**src/rtl/lpr_pkg.sv**
```systemverilog
package lpr_pkg;

  localparam int unsigned CFG_W   = 8;
  localparam int unsigned IRQ_W   = 4;
  localparam int unsigned DMA_W   = 2;
  localparam int unsigned NUM_DEV = 4;
  localparam int unsigned NUM_SER = 2;
  localparam int unsigned SEL_W   = NUM_DEV;

  // chip-select index, also the priority order (lower wins)
  typedef enum logic [1:0] {
    DEV_FDC  = 2'd0,
    DEV_SERA = 2'd1,
    DEV_SERB = 2'd2,
    DEV_LPT  = 2'd3
  } dev_idx_e;

  // control byte fields
  localparam int unsigned CTL_SER_EN_LSB = 2;
  localparam int unsigned CTL_FDC_EN_BIT = 4;
  localparam logic [1:0]  LPT_MODE_WIDE  = 2'd2;
  localparam logic [1:0]  LPT_MODE_OFF   = 2'd3;

  // routing offsets
  localparam logic [7:0] RT_OFF_DMA     = 8'h50;
  localparam logic [7:0] RT_OFF_FL_IRQ  = 8'h51;
  localparam logic [7:0] RT_OFF_SER_IRQ = 8'h52;

  // window sizes in address bits
  localparam int unsigned SPAN_NARROW_LOG2 = 2;
  localparam int unsigned SPAN_WIDE_LOG2   = 3;

  typedef struct packed {
    logic [DMA_W-1:0] fdc_dma;
    logic [DMA_W-1:0] lpt_dma;
    logic [IRQ_W-1:0] fdc_irq;
    logic [IRQ_W-1:0] lpt_irq;
    logic [IRQ_W-1:0] sera_irq;
    logic [IRQ_W-1:0] serb_irq;
  } route_t;

  localparam route_t ROUTE_RST = '{
    fdc_dma:  2'd2,
    lpt_dma:  2'd3,
    fdc_irq:  4'd0,
    lpt_irq:  4'd0,
    sera_irq: 4'd0,
    serb_irq: 4'd0
  };

endpackage

```
**src/rtl/lpr_route_regs.sv**
```systemverilog
module lpr_route_regs
  import lpr_pkg::*;
#(
  parameter int unsigned OFF_W  = 8,
  parameter int unsigned DATA_W = 8
) (
  input  logic              clk,
  input  logic              rst_n,
  input  logic              wr_fire,
  input  logic [OFF_W-1:0]  wr_off,
  input  logic [DATA_W-1:0] wr_data,
  output route_t            route_q
);

  localparam int unsigned HI_LSB = DATA_W / 2;

  always_ff @(posedge clk or negedge rst_n) begin
    if (!rst_n) begin
      route_q <= ROUTE_RST;
    end else if (wr_fire) begin
      case (wr_off)
        OFF_W'(RT_OFF_DMA): begin
          route_q.fdc_dma <= wr_data[DMA_W-1:0];
          route_q.lpt_dma <= wr_data[2*DMA_W-1:DMA_W];
        end
        OFF_W'(RT_OFF_FL_IRQ): begin
          route_q.fdc_irq <= wr_data[IRQ_W-1:0];
          route_q.lpt_irq <= wr_data[HI_LSB+IRQ_W-1:HI_LSB];
        end
        OFF_W'(RT_OFF_SER_IRQ): begin
          route_q.sera_irq <= wr_data[IRQ_W-1:0];
          route_q.serb_irq <= wr_data[HI_LSB+IRQ_W-1:HI_LSB];
        end
        default: ;
      endcase
    end
  end

endmodule

```
**src/rtl/lpr_resmap.sv**
```systemverilog
module lpr_resmap
  import lpr_pkg::*;
#(
  parameter int unsigned ADDR_W = 16
) (
  input  logic [CFG_W-1:0]  cfg_ctl,
  input  logic [CFG_W-1:0]  cfg_fdc,
  input  logic [CFG_W-1:0]  cfg_lpt,
  input  logic [CFG_W-1:0]  cfg_ser_a,
  input  logic [CFG_W-1:0]  cfg_ser_b,
  output logic [ADDR_W-1:0] base [NUM_DEV],
  output logic [ADDR_W-1:0] mask [NUM_DEV],
  output logic [NUM_DEV-1:0] en,
  output logic              lpt_wide
);

  localparam int unsigned PAD_W = ADDR_W - CFG_W - 2;
  localparam logic [ADDR_W-1:0] LPT_MIN     = ADDR_W'('h100);
  localparam logic [ADDR_W-1:0] LPT_MAX_NAR = ADDR_W'('h3FC);
  localparam logic [ADDR_W-1:0] LPT_MAX_WID = ADDR_W'('h3F8);
  localparam logic [ADDR_W-1:0] MASK_NAR    = ~ADDR_W'((1 << SPAN_NARROW_LOG2) - 1);
  localparam logic [ADDR_W-1:0] MASK_WID    = ~ADDR_W'((1 << SPAN_WIDE_LOG2) - 1);
  localparam logic [CFG_W-1:0]  FDC_KEEP    = CFG_W'('hFC);
  localparam logic [CFG_W-1:0]  SER_KEEP    = CFG_W'('hFE);

  // floppy
  assign base[DEV_FDC] = {{PAD_W{1'b0}}, cfg_fdc & FDC_KEEP, 2'b00};
  assign mask[DEV_FDC] = MASK_WID;
  assign en[DEV_FDC]   = cfg_ctl[CTL_FDC_EN_BIT];

  // serial ports
  logic [CFG_W-1:0] ser_cfg [NUM_SER];
  assign ser_cfg[0] = cfg_ser_a;
  assign ser_cfg[1] = cfg_ser_b;

  for (genvar s = 0; s < NUM_SER; s++) begin : g_ser
    localparam int unsigned IDX = int'(DEV_SERA) + s;
    assign base[IDX] = {{PAD_W{1'b0}}, ser_cfg[s] & SER_KEEP, 2'b00};
    assign mask[IDX] = MASK_WID;
    assign en[IDX]   = cfg_ctl[CTL_SER_EN_LSB + s];
  end

  // parallel port
  logic [1:0]        lpt_mode;
  logic [ADDR_W-1:0] lpt_raw;
  logic [ADDR_W-1:0] lpt_aligned;
  logic [ADDR_W-1:0] lpt_limit;
  logic              lpt_in_range;

  assign lpt_mode = cfg_ctl[1:0];
  assign lpt_wide = (lpt_mode == LPT_MODE_WIDE);
  assign lpt_raw  = {{PAD_W{1'b0}}, cfg_lpt, 2'b00};

  always_comb begin
    if (lpt_wide) begin
      lpt_aligned = lpt_raw & MASK_WID;
      lpt_limit   = LPT_MAX_WID;
    end else begin
      lpt_aligned = lpt_raw & MASK_NAR;
      lpt_limit   = LPT_MAX_NAR;
    end
  end

  assign lpt_in_range  = (lpt_aligned >= LPT_MIN) && (lpt_aligned <= lpt_limit);
  assign base[DEV_LPT] = lpt_aligned;
  assign mask[DEV_LPT] = lpt_wide ? MASK_WID : MASK_NAR;
  assign en[DEV_LPT]   = (lpt_mode != LPT_MODE_OFF) && lpt_in_range;

endmodule

```
**src/rtl/lpr_window_cmp.sv**
```systemverilog
module lpr_window_cmp #(
  parameter int unsigned ADDR_W = 16
) (
  input  logic [ADDR_W-1:0] addr,
  input  logic [ADDR_W-1:0] base,
  input  logic [ADDR_W-1:0] mask,
  input  logic              en,
  output logic              hit
);

  logic [ADDR_W-1:0] diff;

  assign diff = (addr ^ base) & mask;
  assign hit  = en && (diff == '0);

endmodule

```
**src/rtl/lpr_prio_sel.sv**
```systemverilog
module lpr_prio_sel #(
  parameter int unsigned N = 4
) (
  input  logic [N-1:0] hit,
  output logic [N-1:0] sel
);

  assign sel[0] = hit[0];

  for (genvar i = 1; i < N; i++) begin : g_prio
    assign sel[i] = hit[i] && !(|hit[i-1:0]);
  end

endmodule

```
**src/rtl/lpr_decoder.sv**
```systemverilog
module lpr_decoder
  import lpr_pkg::*;
#(
  parameter int unsigned ADDR_W = 16
) (
  input  logic              clk,
  input  logic              rst_n,
  input  logic [7:0]        cfg_ctl,
  input  logic [7:0]        cfg_fdc,
  input  logic [7:0]        cfg_lpt,
  input  logic [7:0]        cfg_ser_a,
  input  logic [7:0]        cfg_ser_b,
  input  logic              route_valid,
  output logic              route_ready,
  input  logic [7:0]        route_off,
  input  logic [7:0]        route_data,
  input  logic [ADDR_W-1:0] io_addr,
  output logic [ADDR_W-1:0] fdc_base,
  output logic              fdc_en,
  output logic [3:0]        fdc_irq,
  output logic [1:0]        fdc_dma,
  output logic [ADDR_W-1:0] sera_base,
  output logic              sera_en,
  output logic [3:0]        sera_irq,
  output logic [ADDR_W-1:0] serb_base,
  output logic              serb_en,
  output logic [3:0]        serb_irq,
  output logic [ADDR_W-1:0] lpt_base,
  output logic              lpt_en,
  output logic              lpt_wide,
  output logic [3:0]        lpt_irq,
  output logic [1:0]        lpt_dma,
  output logic [3:0]        sel
);

  route_t            route_q;
  logic              wr_fire;
  logic [ADDR_W-1:0] base [NUM_DEV];
  logic [ADDR_W-1:0] mask [NUM_DEV];
  logic [NUM_DEV-1:0] en;
  logic [NUM_DEV-1:0] hit;

  // no back-pressure on the routing channel
  assign route_ready = 1'b1;
  assign wr_fire     = route_valid && route_ready;

  lpr_route_regs #(
    .OFF_W  (8),
    .DATA_W (8)
  ) u_route (
    .clk     (clk),
    .rst_n   (rst_n),
    .wr_fire (wr_fire),
    .wr_off  (route_off),
    .wr_data (route_data),
    .route_q (route_q)
  );

  lpr_resmap #(
    .ADDR_W (ADDR_W)
  ) u_map (
    .cfg_ctl   (cfg_ctl),
    .cfg_fdc   (cfg_fdc),
    .cfg_lpt   (cfg_lpt),
    .cfg_ser_a (cfg_ser_a),
    .cfg_ser_b (cfg_ser_b),
    .base      (base),
    .mask      (mask),
    .en        (en),
    .lpt_wide  (lpt_wide)
  );

  for (genvar d = 0; d < NUM_DEV; d++) begin : g_win
    lpr_window_cmp #(
      .ADDR_W (ADDR_W)
    ) u_cmp (
      .addr (io_addr),
      .base (base[d]),
      .mask (mask[d]),
      .en   (en[d]),
      .hit  (hit[d])
    );
  end

  lpr_prio_sel #(
    .N (SEL_W)
  ) u_prio (
    .hit (hit),
    .sel (sel)
  );

  assign fdc_base  = base[DEV_FDC];
  assign sera_base = base[DEV_SERA];
  assign serb_base = base[DEV_SERB];
  assign lpt_base  = base[DEV_LPT];

  assign fdc_en  = en[DEV_FDC];
  assign sera_en = en[DEV_SERA];
  assign serb_en = en[DEV_SERB];
  assign lpt_en  = en[DEV_LPT];

  // resources of a disabled device read zero
  assign fdc_irq  = fdc_en  ? route_q.fdc_irq  : '0;
  assign fdc_dma  = fdc_en  ? route_q.fdc_dma  : '0;
  assign sera_irq = sera_en ? route_q.sera_irq : '0;
  assign serb_irq = serb_en ? route_q.serb_irq : '0;
  assign lpt_irq  = lpt_en  ? route_q.lpt_irq  : '0;
  assign lpt_dma  = lpt_en  ? route_q.lpt_dma  : '0;

endmodule

```
**config.mk**
```make
export PLATFORM = sky130hd
export DESIGN_NAME = lpr_decoder
export DESIGN_NICKNAME = d
export VERILOG_FILES = /design/src/rtl/lpr_pkg.sv /design/src/rtl/lpr_route_regs.sv /design/src/rtl/lpr_resmap.sv /design/src/rtl/lpr_window_cmp.sv /design/src/rtl/lpr_prio_sel.sv /design/src/rtl/lpr_decoder.sv
export SDC_FILE = /design/constraint.sdc
export NUM_CORES = 1
export LEC_CHECK = 0
export CORE_ASPECT_RATIO = 2
export CORE_MARGIN = 4
export CORE_UTILIZATION = 32
export CTS_BUF_LIST = sky130_fd_sc_hd__clkbuf_4 sky130_fd_sc_hd__clkbuf_8
export DETAILED_ROUTE_END_ITERATION = 10
export PLACE_DENSITY = 0.94
export SKIP_CTS_REPAIR_TIMING = 1
export SYNTH_ARGS = -nofsm -noshare
export SYNTH_HDL_FRONTEND = slang
export SYNTH_SLANG_ARGS = --single-unit
```
**constraint.sdc**
```tcl
create_clock -name clk -period 1.7 [get_ports clk]
set_clock_uncertainty 0.15 [all_clocks]
set_input_delay 0.17 -clock clk [delete_from_list [all_inputs] [get_ports clk]]
set_output_delay 0.17 -clock clk [all_outputs]
set_load 0.03 [all_outputs]
```
# Word-level counts from Yosys, hierarchy flattened
# Cells that the tools add are included.
op_classes:
  mux: 9
  n_reduce_logical: 21
  eq_ne: 5
  n_lt_le_gt_ge: 2
  bitwise_logic: 5
ops:
  columns: ["op", "n"]
  rows:
  - ["$logic_not 16->1", 4]
  - ["$xor 16x10->16", 4]
  - ["$eq 8x7->1 const B", 3]
  - ["$and 16x16->16", 1]
  - ["$mux 4", 4]
  - ["$ge 10x9->1 const B", 1]
  - ["$le 10x10->1", 1]
  - ["$logic_and 1x1->1", 9]
  - ["$mux 3", 3]
  - ["$reduce_and 2->1", 3]
  - ["$mux 2", 2]
  - ["$logic_not 1->1", 3]
  - ["$reduce_or 3->1", 1]
  - ["$eq 2x2->1 const B", 1]
  - ["$ne 2x2->1 const B", 1]
  - ["$reduce_or 2->1", 1]
totals:
  input_bits: 75
  ff_bits: 20
  word_cells: 48

# Longest topological paths before layout
# Gate-level depths: netlist (run 1).
depth:
  ltp_word: 7
  mapped_depth: 6
  ltp_nobuf: 4

# Cells and area by module
# A second synthesis (run 1) with hierarchy kept.
hier_totals:
  cells_unflattened: 316
  hier_area_um2: 2891.5
modules_own_cells:
  columns: ["module", "instances", "area_per_inst_um2", "seq_area_each_um2", "cells_each"]
  rows:
  - ["lpr_resmap", 1, 1011.0, 0.0, 136]
  - ["lpr_window_cmp", 4, 225.2, 0.0, 27]
  - ["lpr_route_regs", 1, 807.0, 504.2, 46]
  - ["lpr_decoder", 1, 136.4, 0.0, 22]
  - ["lpr_prio_sel", 1, 36.3, 0.0, 4]

# Worst setup path after synthesis (run 1)
# Ideal clock, no wire load.
synth_timing:
  path_kind: "input to output"
  start: "input cfg_ctl[1]"
  end: "output sel[3]"
  t_required_ps: 1380
  setup_slack_ps: -837
  n_path_buf: 0
  t_arrival_ps: 2217
  cell_stages: 4
  cell_sequence: "nor2b_1 nor2_1 or4_1 nor4_1"
synth_between:
  elab_chain_cells: 7
  elab_cells_between_ends: 14
  classes_between: "order compare: 2; eq/ne: 2; mux: 3; bitwise: 2; reduce/logical: 5"
synth_lines:
  columns: ["item", "line_no", "text"]
  rows:
  - ["start, declared", "lpr_decoder.sv:8", "input logic [7:0] cfg_ctl,"]
  - ["$eq 2x2->1", "lpr_resmap.sv:51", "assign lpt_wide = (lpt_mode == LPT_MODE_WIDE);"]
  - ["$mux 3, on equally long branches", "lpr_resmap.sv:55, lpr_resmap.sv:66", null]
  - ["$ge 10x9->1, or another cell as far along", "lpr_resmap.sv:64", "assign lpt_in_range = (lpt_aligned >= LPT_MIN) && (lpt_aligned <= lpt_limit);"]
  - ["$logic_and 1x1->1 / $and 16x16->16 (equally long branches)", "lpr_resmap.sv:64, lpr_window_cmp.sv:13", null]
  - ["$logic_and 1x1->1 / $logic_not 16->1 (equally long branches)", "lpr_resmap.sv:67, lpr_window_cmp.sv:14", null]
  - ["$logic_and 1x1->1 *", "lpr_window_cmp.sv:14", "assign hit = en && (diff == '0);"]
  - ["$logic_and 1x1->1 *", "lpr_prio_sel.sv:11", "assign sel[i] = hit[i] && !(|hit[i-1:0]);"]
  - ["end, declared", "lpr_decoder.sv:33", "output logic [3:0] sel"]
# Mark *: on every way between the ends. The rest lies on a longest branch, timed or not.

# Worst setup path after layout (run 1)
layout_timing:
  start: "input io_addr[5]"
  end: "output sel[3]"
layout_between:
  elab_chain_cells: 6
  elab_cells_between_ends: 16
  classes_between: "bitwise: 5; reduce/logical: 11"
layout_lines:
  columns: ["item", "line_no", "text"]
  rows:
  - ["start, declared", "lpr_decoder.sv:17", "input logic [ADDR_W-1:0] io_addr,"]
  - ["$xor 16x10->16", "lpr_window_cmp.sv:13", "assign diff = (addr ^ base) & mask;"]
  - ["$logic_not 16->1", "lpr_window_cmp.sv:14", null]
  - ["$logic_and 1x1->1", "lpr_window_cmp.sv:14", null]
  - ["$reduce_or 3->1", "lpr_prio_sel.sv:11", null]
  - ["$logic_not 1->1", "lpr_prio_sel.sv:11", null]
  - ["$logic_and 1x1->1 *", "lpr_prio_sel.sv:11", null]
# Marks and branches as above.

==> impl_metrics.sql, run 1 <==
INSERT INTO impl_metrics (metric_group, metric, value, unit) VALUES
('status', 'status', 'complete, but fails checks', ''),
('status', 'violations', 'setup timing', ''),
('global_routing', 'grt_usage', '15.24', '%'),
('power', 'power.ir.vdd_worst', '0.5819', 'mV'),
('setup_path', 'crit_path_top_delay_cell', 'sky130_fd_sc_hd__or4_4', ''),
('global_routing', 'grt_overflow_total', '0', ''),
('synthesis', 'yosysWarnings', '0', ''),
('setup_path', 'crit_start', 'io_addr[5]', ''),
('sta', 'hold_ws', '0.09766', 'ns'),
('synthesis', 'dominant_combinational_cell_family_by_area_after_synthesis', 'buffers and inverters', ''),
('placed_design', 'detailedPlacementHpwl', '5376', 'um'),
('clock_network', 'root_buffer', 'sky130_fd_sc_hd__clkbuf_8', ''),
('synthesis', 'synth_top_cell_area_share', '27.25', '%'),
('finish', 'nets', '403', ''),
('setup_path', 'endpoint_kind_of_the_worst_setup_timing_path', 'primary output', ''),
('synthesis', 'yosys.area_share.adder', '0', '%'),
('finish', 'final-instance-count-excl-fill', '388', ''),
('clock_network', 'tritoncts', 'built', ''),
('drt', 'drt_first_pass_iters', '4', ''),
('setup_path', 'critPathLaunchType', 'input port', ''),
('drt', 'via_per_inst', '4.490', ''),
('finish', 'share_of_layout_cells_above_drive_strength_1', '45.87', '%'),
('setup_path', 'max_stage_delay', '0.44', 'ns'),
('sta', 'part_of_the_cycle_the_worst_path_needs', '117.9', '%'),
('sta', 'slew_violations', '0', ''),
('clock_network', 'clock_latency', '0.25', 'ns'),
('synthesis', 'synth_simple_gate_area_share', '16.57', '%'),
('floorplanning', 'top_ports', '169', ''),
('synthesis', 'seq_area_frac_synth', '26.92', '%'),
('global_routing', 'grt_start_max_net_pins', '21', ''),
('finish', 'reg_top3', 'u_route.route_q: 20 flops', ''),
('power', 'total_leakage_power', '0.001943', 'uW'),
('synthesis', 'synth_mux_area_share', '13.63', '%'),
('floorplanning', 'floorplan.core_area', '5709', 'um^2'),
('finish', 'largest-register', 'u_route.route_q', ''),
('placed_design', 'dp_worst_setup_slack', '-0.8091', 'ns'),
('setup_path', 'cp.arrival', '1.68', 'ns'),
('synthesis', 'yosys.area_share.xor_xnor', '12.63', '%'),
('sta', 'worst_slack', '-0.3047', 'ns'),
('sta', 'setup_viol', '20', ''),
('floorplanning', 'initial_core_util', '32.81', '%'),
('clock_network', 'ctsHtreeMaxLevel', '1', ''),
('global_routing', 'grt_first_pass_wirelength', '8818', 'um'),
('finish', 'fillers', '462', ''),
('synthesis', 'synth_flop_cell', 'sky130_fd_sc_hd__dfrtp_1', ''),
('drt', 'drc', '0', ''),
('synthesis', 'ys_ff_latch', '20', ''),
('sta', 'grt_setup_unrepaired', 'yes', ''),
('sta', 'final_hold_viol_count', '0', ''),
('global_routing', 'first_global_vias', '1772', ''),
('synthesis', 'yosys-top-cells-area', 'sky130_fd_sc_hd__buf_4 27%, sky130_fd_sc_hd__dfrtp_1 23%, sky130_fd_sc_hd__xnor2_1 11%', ''),
('placed_design', 'placedCellCount', '373', ''),
('finish', 'largest_reg_flops', '20', ''),
('synthesis', 'post_synth_instance_area', '1873', 'um^2'),
('drt', 'avgRoutedWirePerCell', '17.22', 'um'),
('setup_path', 'timing.reg2reg.setup_slack', '0.77', 'ns'),
('synthesis', 'synth_largest_area_cell', 'sky130_fd_sc_hd__buf_4', ''),
('synthesis', 'leading_cell_types_by_count_after_synthesis', '68 x sky130_fd_sc_hd__buf_4, 24 x sky130_fd_sc_hd__xnor2_1, 20 x sky130_fd_sc_hd__and2_1', ''),
('sta', 'post-route-min-period', '2.005', 'ns'),
('setup_path', 'critical_path.max_fanout', '3', ''),
('setup_path', 'setup.worst_path.class', 'in2out', ''),
('placed_design', 'io_buffers', '122', ''),
('setup_path', 'data_required_time_at_the_worst_endpoint', '1.38', 'ns'),
('setup_path', 'regToRegStartpoint', 'u_route.route_q[0]$_DFFE_PN0P_', ''),
('clock_network', 'tritoncts.num_buffers', '3', ''),
('global_routing', 'number_of_antenna_violations_at_the_first_check_in_global_routing', '0', ''),
('floorplanning', 'total_die_area', '7216', 'um^2'),
('power', 'cellPowerDensity', '480.4', 'nW/um^2'),
('finish', 'antenna-diode-count', '0', ''),
('synthesis', 'post_synth_num_cell_types', '28', ''),
('clock_network', 'cts.path.max_buffers', '2', '');
-- stage by stage --
step	power [uW]	utilization, %	TNS [ns]
after floorplan	986.0	-	-2.319
after global placement	1228	52.93	-12.82
after detailed placement	1239	52.93	-13.71
after CTS	1597	53.89	-8.332
after global routing	1686	58.93	-2.666
final	1616	58.93	-2.041
-- per-layer routing --
layer / up-vias / wire (um) / GRT usage, %
li1: 794 / - / -
met1: 827 / 1968 / 12.52
met2: 113 / 4033 / 32.41
met3: 8 / 577 / 4.042
met4: 0 / 101 / 5.933
met5: - / 0 / 0
-- layout by cell type (no fill, tap or decap), types with 2 or more instances in the layout --
cell type and instances:
sky130_fd_sc_hd__and2_1 20, sky130_fd_sc_hd__buf_12 4, sky130_fd_sc_hd__buf_4 81, sky130_fd_sc_hd__buf_6 14
sky130_fd_sc_hd__clkbuf_2 4, sky130_fd_sc_hd__clkbuf_8 4, sky130_fd_sc_hd__clkdlybuf4s50_1 21, sky130_fd_sc_hd__conb_1 37
sky130_fd_sc_hd__dfrtp_1 17, sky130_fd_sc_hd__dfstp_2 3, sky130_fd_sc_hd__dlymetal6s2s_1 41, sky130_fd_sc_hd__mux2_2 3
sky130_fd_sc_hd__mux2_4 17, sky130_fd_sc_hd__nand2_1 2, sky130_fd_sc_hd__nand4_1 6, sky130_fd_sc_hd__nor2_1 4
sky130_fd_sc_hd__nor4_2 2, sky130_fd_sc_hd__nor4_4 2, sky130_fd_sc_hd__or4_4 2, sky130_fd_sc_hd__xnor2_1 20
sky130_fd_sc_hd__xnor2_2 4, sky130_fd_sc_hd__xor2_1 2
-- power breakdown --
part,switching (uW),internal [uW],total (uW)
Sequential,12.5,501,514
Clock,146,206,352
Combinational,408,343,751
Total,567,1050,1620
-- logic make-up after synthesis --
family,count (synthesis)
buffers and inverters,73
multiplexers,20
AO/OA/AOI/OAI,3
other,2
flip-flops,20
AND/OR/NAND/NOR,49
XOR/XNOR,27
-- worst max-delay path, delay by kind of cell --
family / cells / cell delay (ns)
and+or+nand+nor: 3 / 0.86
buffers and inverters: 3 / 0.51
xor gates and xnor gates: 1 / 0.14
-- final timing paths --
check | end | depth (start not counted)
setup / recovery | sel[3] | 7
min in group clk | u_route.route_q[4]$_DFFE_PN0P_ | 1
max in group asynchronous | u_route.route_q[16]$_DFFE_PN1P_ | 2
setup reg to reg | u_route.route_q[0]$_DFFE_PN0P_ | 1
hold reg to reg | u_route.route_q[4]$_DFFE_PN0P_ | 1
hold / removal | u_route.route_q[12]$_DFFE_PN0P_ | 2
-- area by class of cell --
| type | instances | area, um^2 | area share (%) |
|---|---|---|---|
| clock buffers | 4 | 55.05 | 1.636 |
| multi-input cells | 136 | 1120 | 33.28 |
| flip-flops and latches | 20 | 504.2 | 14.99 |
| well taps | 61 | 76.32 | 2.268 |
| repair buffers | 167 | 1609 | 47.82 |
No activity file was read; power rests on OpenSTA's default activity.
==> inputs of run 2 (changes only) <==
- SETUP_SLACK_MARGIN: default -> 0.4
==> run 2 against run 1 <==
- the run still ends with setup timing left
- clock power fell by 7.1%
- routed wire length rose by 1.4%
- sequential cell count did not move
- non-clock buffer count rose by 5
- die area did not move
- combinational power rose by 4.5%
- final area rose by 3.7%
- global-route usage fell by 0.43 points
- core utilization rose by 2.2 points
- critical endpoint unchanged
- largest cell class unchanged
==> impl_metrics.sql, run 2 (synthesis results as in run 1) <==
INSERT INTO impl_metrics (metric_group, metric, value, unit) VALUES
('setup_path', 'data_required_time_at_the_worst_endpoint', '1.38', 'ns'),
('setup_path', 'critPathLaunchType', 'input port', ''),
('drt', 'detailroute.via_count', '1766', ''),
('setup_path', 'reg2regPathDepth', '2', ''),
('placed_design', 'routabilityCongestion', '0.8819', ''),
('finish', 'largest-register', 'u_route.route_q', ''),
('clock_network', 'clk_pin_slew', '0.07', 'ns'),
('placed_design', 'dp_worst_setup_slack', '-0.9414', 'ns'),
('sta', 'clock.fmax', '497.4', 'MHz'),
('setup_path', 'endpoint_kind_of_the_worst_setup_timing_path', 'primary output', ''),
('global_routing', 'grt_first_pass_wirelength', '8466', 'um'),
('global_routing', 'grt_usage', '14.80', '%'),
('global_routing', 'global_route.usage.met3', '4.235', '%'),
('drt', 'drt.antenna.violating_nets', '0', ''),
('status', 'status', 'complete, but fails checks', ''),
('clock_network', 'cts.path.max_buffers', '2', ''),
('global_routing', 'grt-busiest-layer', 'met2', ''),
('power', 'sw_frac_of_total', '35.36', '%'),
('sta', 'part_of_the_cycle_the_worst_path_needs', '118.3', '%'),
('power', 'total_leakage_power', '0.001972', 'uW'),
('drt', 'final_wl', '6776', 'um'),
('placed_design', 'detailedPlacementHpwl', '5254', 'um'),
('sta', 'slew_violations', '0', ''),
('drt', 'drt_first_pass_iters', '4', ''),
('global_routing', 'met2_layer_usage_reported_by_global_route', '31.72', '%'),
('drt', 'drt_first_iter_violations', '31', ''),
('power', 'p_comb_share', '48.3', '%'),
('setup_path', 'critical_path.max_fanout', '5', ''),
('sta', 'grt_setup_unrepaired', 'yes', ''),
('drt', 'drc', '0', ''),
('sta', 'setup_viol', '19', ''),
('finish', 'synthToLayoutAreaGrowth', '86.31', '%'),
('finish', 'reg_top3', 'u_route.route_q: 20 flops', ''),
('sta', 'final_hold_viol_count', '0', ''),
('floorplanning', 'overall_die_width', '62.10', 'um'),
('power', 'power.ir.vdd_worst', '0.5400', 'mV'),
('finish', 'most-common-layout-cells', '69 x sky130_fd_sc_hd__buf_4, 37 x sky130_fd_sc_hd__conb_1, 37 x sky130_fd_sc_hd__dlymetal6s2s_1, 26 x sky130_fd_sc_hd__buf_6, 22 x sky130_fd_sc_hd__clkdlybuf4s50_1', ''),
('finish', 'share_of_layout_cells_above_drive_strength_1', '50.30', '%'),
('power', 'total_power', '1625', 'uW'),
('placed_design', 'io_buffers', '122', ''),
('clock_network', 'ctsHtreeMaxLevel', '1', ''),
('global_routing', 'first_global_vias', '1698', ''),
('status', 'violations', 'setup timing', ''),
('setup_path', 'cp.arrival', '1.69', 'ns'),
('global_routing', 'number_of_antenna_violations_at_the_first_check_in_global_routing', '0', ''),
('sta', 'post-route-min-period', '2.010', 'ns'),
('clock_network', 'tritoncts', 'built', ''),
('power', 'pwr-share-clk', '20.1', '%'),
('power', 'p_int', '1051', 'uW'),
('floorplanning', 'total_die_area', '7216', 'um^2'),
('flow_run', 'drv_cap', '0', ''),
('floorplanning', 'die_height', '116.2', 'um'),
('power', 'power.sequential.fraction', '31.6', '%'),
('finish', 'layout.cells.most_common', 'sky130_fd_sc_hd__buf_4', ''),
('floorplanning', 'initial_core_util', '32.81', '%'),
('sta', 'worst_slack', '-0.3104', 'ns'),
('min_path', 'hold_path.class', 'in2async', ''),
('global_routing', 'grt_start_max_net_pins', '21', ''),
('floorplanning', 'floorplan.core_area', '5709', 'um^2'),
('finish', 'antenna-diode-count', '0', ''),
('clock_network', 'tritoncts.num_buffers', '3', ''),
('drt', 'avgRoutedWirePerCell', '17.24', 'um'),
('clock_network', 'clock_latency', '0.25', 'ns'),
('finish', 'nets', '408', ''),
('floorplanning', 'top_ports', '169', ''),
('power', 'switching_power', '574.8', 'uW'),
('setup_path', 'setup.worst_path.class', 'in2out', ''),
('global_routing', 'grt_overflow_total', '0', ''),
('global_routing', 'grt_util_met1', '11.94', '%'),
('finish', 'largest_reg_flops', '20', ''),
('clock_network', 'root_buffer', 'sky130_fd_sc_hd__clkbuf_8', ''),
('drt', 'via_per_inst', '4.494', ''),
('clock_network', 'cts_sinks', '20', ''),
('power', 'cellPowerDensity', '465.8', 'nW/um^2'),
('floorplanning', 'core.rowCount', '39', ''),
('finish', 'postLayoutCoreUtil', '61.12', '%');
run 2: cell count changes in the layout (fill, tap and decap cells not counted), moves of 2 or more:
cell and delta:
sky130_fd_sc_hd__mux2_2 -3, sky130_fd_sc_hd__and2_1 -8, sky130_fd_sc_hd__and2_4 +8, sky130_fd_sc_hd__clkbuf_2 +7, sky130_fd_sc_hd__nor4_2 -2, sky130_fd_sc_hd__buf_4 -12
sky130_fd_sc_hd__dlymetal6s2s_1 -4, sky130_fd_sc_hd__nor4_4 +2, sky130_fd_sc_hd__mux2_4 +3, sky130_fd_sc_hd__buf_6 +12
run 2: path summary, 6_finish.rpt:
kind,from,endpoint,slack [ns]
worst max-delay path,io_addr[8],sel[3],-0.31
worst min-delay path,rst_n,u_route.route_q[18]$_DFFE_PN0P_,0.09
worst max register to register,u_route.route_q[0]$_DFFE_PN0P_,u_route.route_q[0]$_DFFE_PN0P_,0.66
worst min register to register,u_route.route_q[18]$_DFFE_PN0P_,u_route.route_q[18]$_DFFE_PN0P_,0.36
max in group asynchronous,rst_n,u_route.route_q[16]$_DFFE_PN1P_,1.04
min in group clk,u_route.route_q[18]$_DFFE_PN0P_,u_route.route_q[18]$_DFFE_PN0P_,0.36
run 2: per-layer routing:
layer,vias up,wire (um)
met2,123,3965
met3,15,589
met5,-,0
met1,821,1982
met4,0,239
li1,807,-
run 2: area by class of cell:
class / instances / area [um^2]
flip-flops and latches: 20 / 504.2
well taps: 61 / 76.32
fillers: 462 / 2220
multi-input cells: 136 / 1191
repair buffers: 172 / 1669
clock buffers: 4 / 48.80
run 2: power by group through the flow:
stage          registers (uW)  clock network, uW  logic [uW]
6_report                  513                327         785
5_1_grt                   515                359         826
4_1_cts                   513                331         714
3_5_place_dp              521                  0         712
3_3_place_gp              520                  0         703
2_1_floorplan             517                  0         474
run 2: worst max-delay path, stage by stage:
cell                       delay (ns)
sky130_fd_sc_hd__clkbuf_2        0.19
sky130_fd_sc_hd__nor3b_2         0.24
sky130_fd_sc_hd__a21oi_1         0.09
sky130_fd_sc_hd__or4_4           0.54
sky130_fd_sc_hd__nor4_4          0.30
sky130_fd_sc_hd__buf_6           0.17
run 2: metrics by stage:
step | instance area [um^2] | instances | hold slack (ns) | setup TNS, ns
2_1_floorplan | 2110 | 229 | -0.2756 | -2.078
5_1_grt | 3490 | 393 | 0.1233 | -2.855
3_5_place_dp | 3014 | 370 | 0.3448 | -15.46
3_3_place_gp | 3014 | 370 | 0.3325 | -14.52
6_report | 3490 | 393 | 0.09169 | -2.314
4_1_cts | 3063 | 374 | 0.1023 | -10.19
==> inputs of run 3 (changes only) <==
- SKIP_LAST_GASP: default -> 1
- clock period: 1.7 -> 2 ns (I/O delays scaled with it)
==> run 3 against run 2 <==
- sequential cell count stayed put
- sequential power is 15% lower
- routed wire length is 11% lower
- count of clock-buffer cells in the layout stayed put
- non-clock buffer count is 21 lower
- the flow now finishes without violations
- first-iteration DRC count is 26% higher
- sequential share of layout area is 0.46 points higher
- setup slack better by 0.39 ns
==> impl_metrics.sql, run 3 (synthesis results as in run 1) <==
INSERT INTO impl_metrics (metric_group, metric, value, unit) VALUES
('setup_path', 'critical_register_to_register_path_endpoint', 'u_route.route_q[6]$_DFFE_PN0P_', ''),
('sta', 'grt_setup_unrepaired', 'yes', ''),
('placed_design', 'placedInstanceArea', '3037', 'um^2'),
('drt', 'via_per_inst', '4.446', ''),
('finish', 'synthToLayoutAreaGrowth', '80.56', '%'),
('finish', 'nets', '387', ''),
('global_routing', 'grt_start_max_net_pins', '21', ''),
('clock_network', 'ctsHtreeMaxLevel', '1', ''),
('floorplanning', 'total_die_area', '7216', 'um^2'),
('drt', 'drt_first_pass_iters', '4', ''),
('setup_path', 'regToRegStartpoint', 'u_route.route_q[6]$_DFFE_PN0P_', ''),
('clock_network', 'clock_latency', '0.25', 'ns'),
('drt', 'avgRoutedWirePerCell', '16.28', 'um'),
('global_routing', 'first_global_vias', '1669', ''),
('setup_path', 'cp.arrival', '1.57', 'ns'),
('finish', 'reg_top3', 'u_route.route_q: 20 flops', ''),
('floorplanning', 'overall_die_width', '62.10', 'um'),
('min_path', 'hold_path.class', 'in2async', ''),
('setup_path', 'endpoint_kind_of_the_worst_setup_timing_path', 'primary output', ''),
('global_routing', 'number_of_antenna_violations_at_the_first_check_in_global_routing', '0', ''),
('clock_network', 'clk_pin_slew', '0.07', 'ns'),
('finish', 'largest-register', 'u_route.route_q', ''),
('sta', 'hold_ws', '0.1293', 'ns'),
('setup_path', 'data_required_time_at_the_worst_endpoint', '1.65', 'ns'),
('global_routing', 'grt_usage', '14.56', '%'),
('sta', 'slew_violations', '0', ''),
('placed_design', 'dp_worst_setup_slack', '-0.3497', 'ns'),
('power', 'total_power', '1337', 'uW'),
('clock_network', 'root_buffer', 'sky130_fd_sc_hd__clkbuf_8', ''),
('floorplanning', 'die_height', '116.2', 'um'),
('placed_design', 'placedCellCount', '365', ''),
('power', 'power.ir.vdd_worst', '0.4272', 'mV'),
('status', 'status', 'complete, no violations', ''),
('setup_path', 'critPathLaunchType', 'input port', ''),
('finish', 'largest_reg_flops', '20', ''),
('clock_network', 'tritoncts.num_buffers', '3', ''),
('floorplanning', 'floorplan.core_area', '5709', 'um^2'),
('drt', 'drc', '0', ''),
('sta', 'worst_slack', '0.07567', 'ns'),
('setup_path', 'crit_path_top_delay_cell', 'sky130_fd_sc_hd__clkdlybuf4s50_1', ''),
('setup_path', 'reg2regPathDepth', '1', ''),
('flow_run', 'drv_cap', '0', ''),
('finish', 'area.sequential', '504.2', 'um^2'),
('placed_design', 'io_buffers', '122', ''),
('clock_network', 'cts.path.max_buffers', '2', ''),
('floorplanning', 'top_ports', '169', ''),
('clock_network', 'tritoncts', 'built', ''),
('setup_path', 'critical_path.max_fanout', '2', ''),
('finish', 'fillers', '437', ''),
('finish', 'share_of_layout_cells_above_drive_strength_1', '37.30', '%'),
('setup_path', 'timing.reg2reg.setup_slack', '1.07', 'ns'),
('clock_network', 'cts_sinks', '20', ''),
('floorplanning', 'core.rowCount', '39', ''),
('placed_design', 'detailedPlacementHpwl', '5133', 'um'),
('setup_path', 'crit_chain', 'clkdlybuf4s50_1, xnor2_1, nand4_1, nor2_1, nor4_4, buf_4', ''),
('finish', 'layout.cells.most_common', 'sky130_fd_sc_hd__dlymetal6s2s_1', ''),
('power', 'total_leakage_power', '0.001914', 'uW'),
('setup_path', 'setup.worst_path.class', 'in2out', ''),
('finish', 'multi_input_comb_area', '1212', 'um^2'),
('finish', 'final_cell_area', '3382', 'um^2'),
('finish', 'most-common-layout-cells', '44 x sky130_fd_sc_hd__dlymetal6s2s_1, 42 x sky130_fd_sc_hd__clkdlybuf4s50_1, 41 x sky130_fd_sc_hd__buf_4, 37 x sky130_fd_sc_hd__conb_1, 20 x sky130_fd_sc_hd__and2_1', ''),
('setup_path', 'max_stage_delay', '0.52', 'ns'),
('sta', 'setup_viol', '0', ''),
('finish', 'final-instance-count-excl-fill', '372', ''),
('sta', 'part_of_the_cycle_the_worst_path_needs', '96.22', '%'),
('placed_design', 'routabilityCongestion', '0.8214', ''),
('sta', 'post-route-min-period', '1.924', 'ns'),
('floorplanning', 'initial_core_util', '32.81', '%'),
('drt', 'drt.antenna.violating_nets', '0', ''),
('drt', 'detailroute.via_count', '1654', ''),
('sta', 'final_hold_viol_count', '0', ''),
('drt', 'final_wl', '6058', 'um'),
('sta', 'clock.fmax', '519.7', 'MHz'),
('global_routing', 'grt_first_pass_wirelength', '8321', 'um'),
('drt', 'drt_first_iter_violations', '39', ''),
('power', 'cellPowerDensity', '395.2', 'nW/um^2'),
('global_routing', 'grt_overflow_total', '0', ''),
('finish', 'antenna-diode-count', '0', '');
## run 3: cell types whose count changed in the layout (fill, tap and decap cells not counted), moves of 3 or more
cell                              change
sky130_fd_sc_hd__and2_1               +8
sky130_fd_sc_hd__and2_4               -8
sky130_fd_sc_hd__buf_4               -28
sky130_fd_sc_hd__buf_6               -15
sky130_fd_sc_hd__clkbuf_2             -4
sky130_fd_sc_hd__clkdlybuf4s50_1     +20
sky130_fd_sc_hd__dlymetal6s2s_1       +7
sky130_fd_sc_hd__xor2_1               -3
## run 3: report_power, final
part | switching, uW | total (uW) | internal [uW] | leakage [uW]
combinational | 344 | 627 | 283 | 0.00162
clock | 118 | 273 | 155 | 0.0000262
sequential | 10.7 | 437 | 426 | 0.000265
total | 473 | 1340 | 864 | 0.00191
## run 3: how the worst max path moves through the flow
stage               slack, ns          from                         endpoint
floorplan                0.13  route_off[7]  u_route.route_q[10]$_DFFE_PN0P_
global placement        -0.31    io_addr[8]                           sel[3]
detailed placement      -0.35  route_off[7]  u_route.route_q[11]$_DFFE_PN0P_
CTS                     -0.33    io_addr[8]                           sel[3]
global route           -0.001    io_addr[8]                           sel[3]
finish                   0.08  cfg_ser_b[3]                           sel[3]
## run 3: cell type report
cell class	count	area share (%)
clock buffer	4	1.443
timing repair buffer	151	45.54
tap	61	2.257
multi-input combinational	136	35.85
sequential	20	14.91
## run 3: critical path, delay by kind of cell
family / cells / cell delay, ns
buffers and inverters: 2 / 0.68
and+or+nand+nor: 3 / 0.53
xor gates and xnor gates: 1 / 0.15
## run 3: metrics by stage
step                      setup TNS (ns)  util, %
after detailed placement          -7.310    53.19
after CTS                         -2.245    54.04
after global placement            -6.004    53.19
final                                  0    59.24
after global routing           -0.001184    59.24
after floorplan                        0        -
## run 3: layer usage
metal	GRT usage (%)	vias to the layer above	routed length, um
met5	0	-	0
met4	5.065	0	144
met3	3.465	10	531
met2	32.13	112	3688
met1	11.46	770	1694
li1	-	762	-
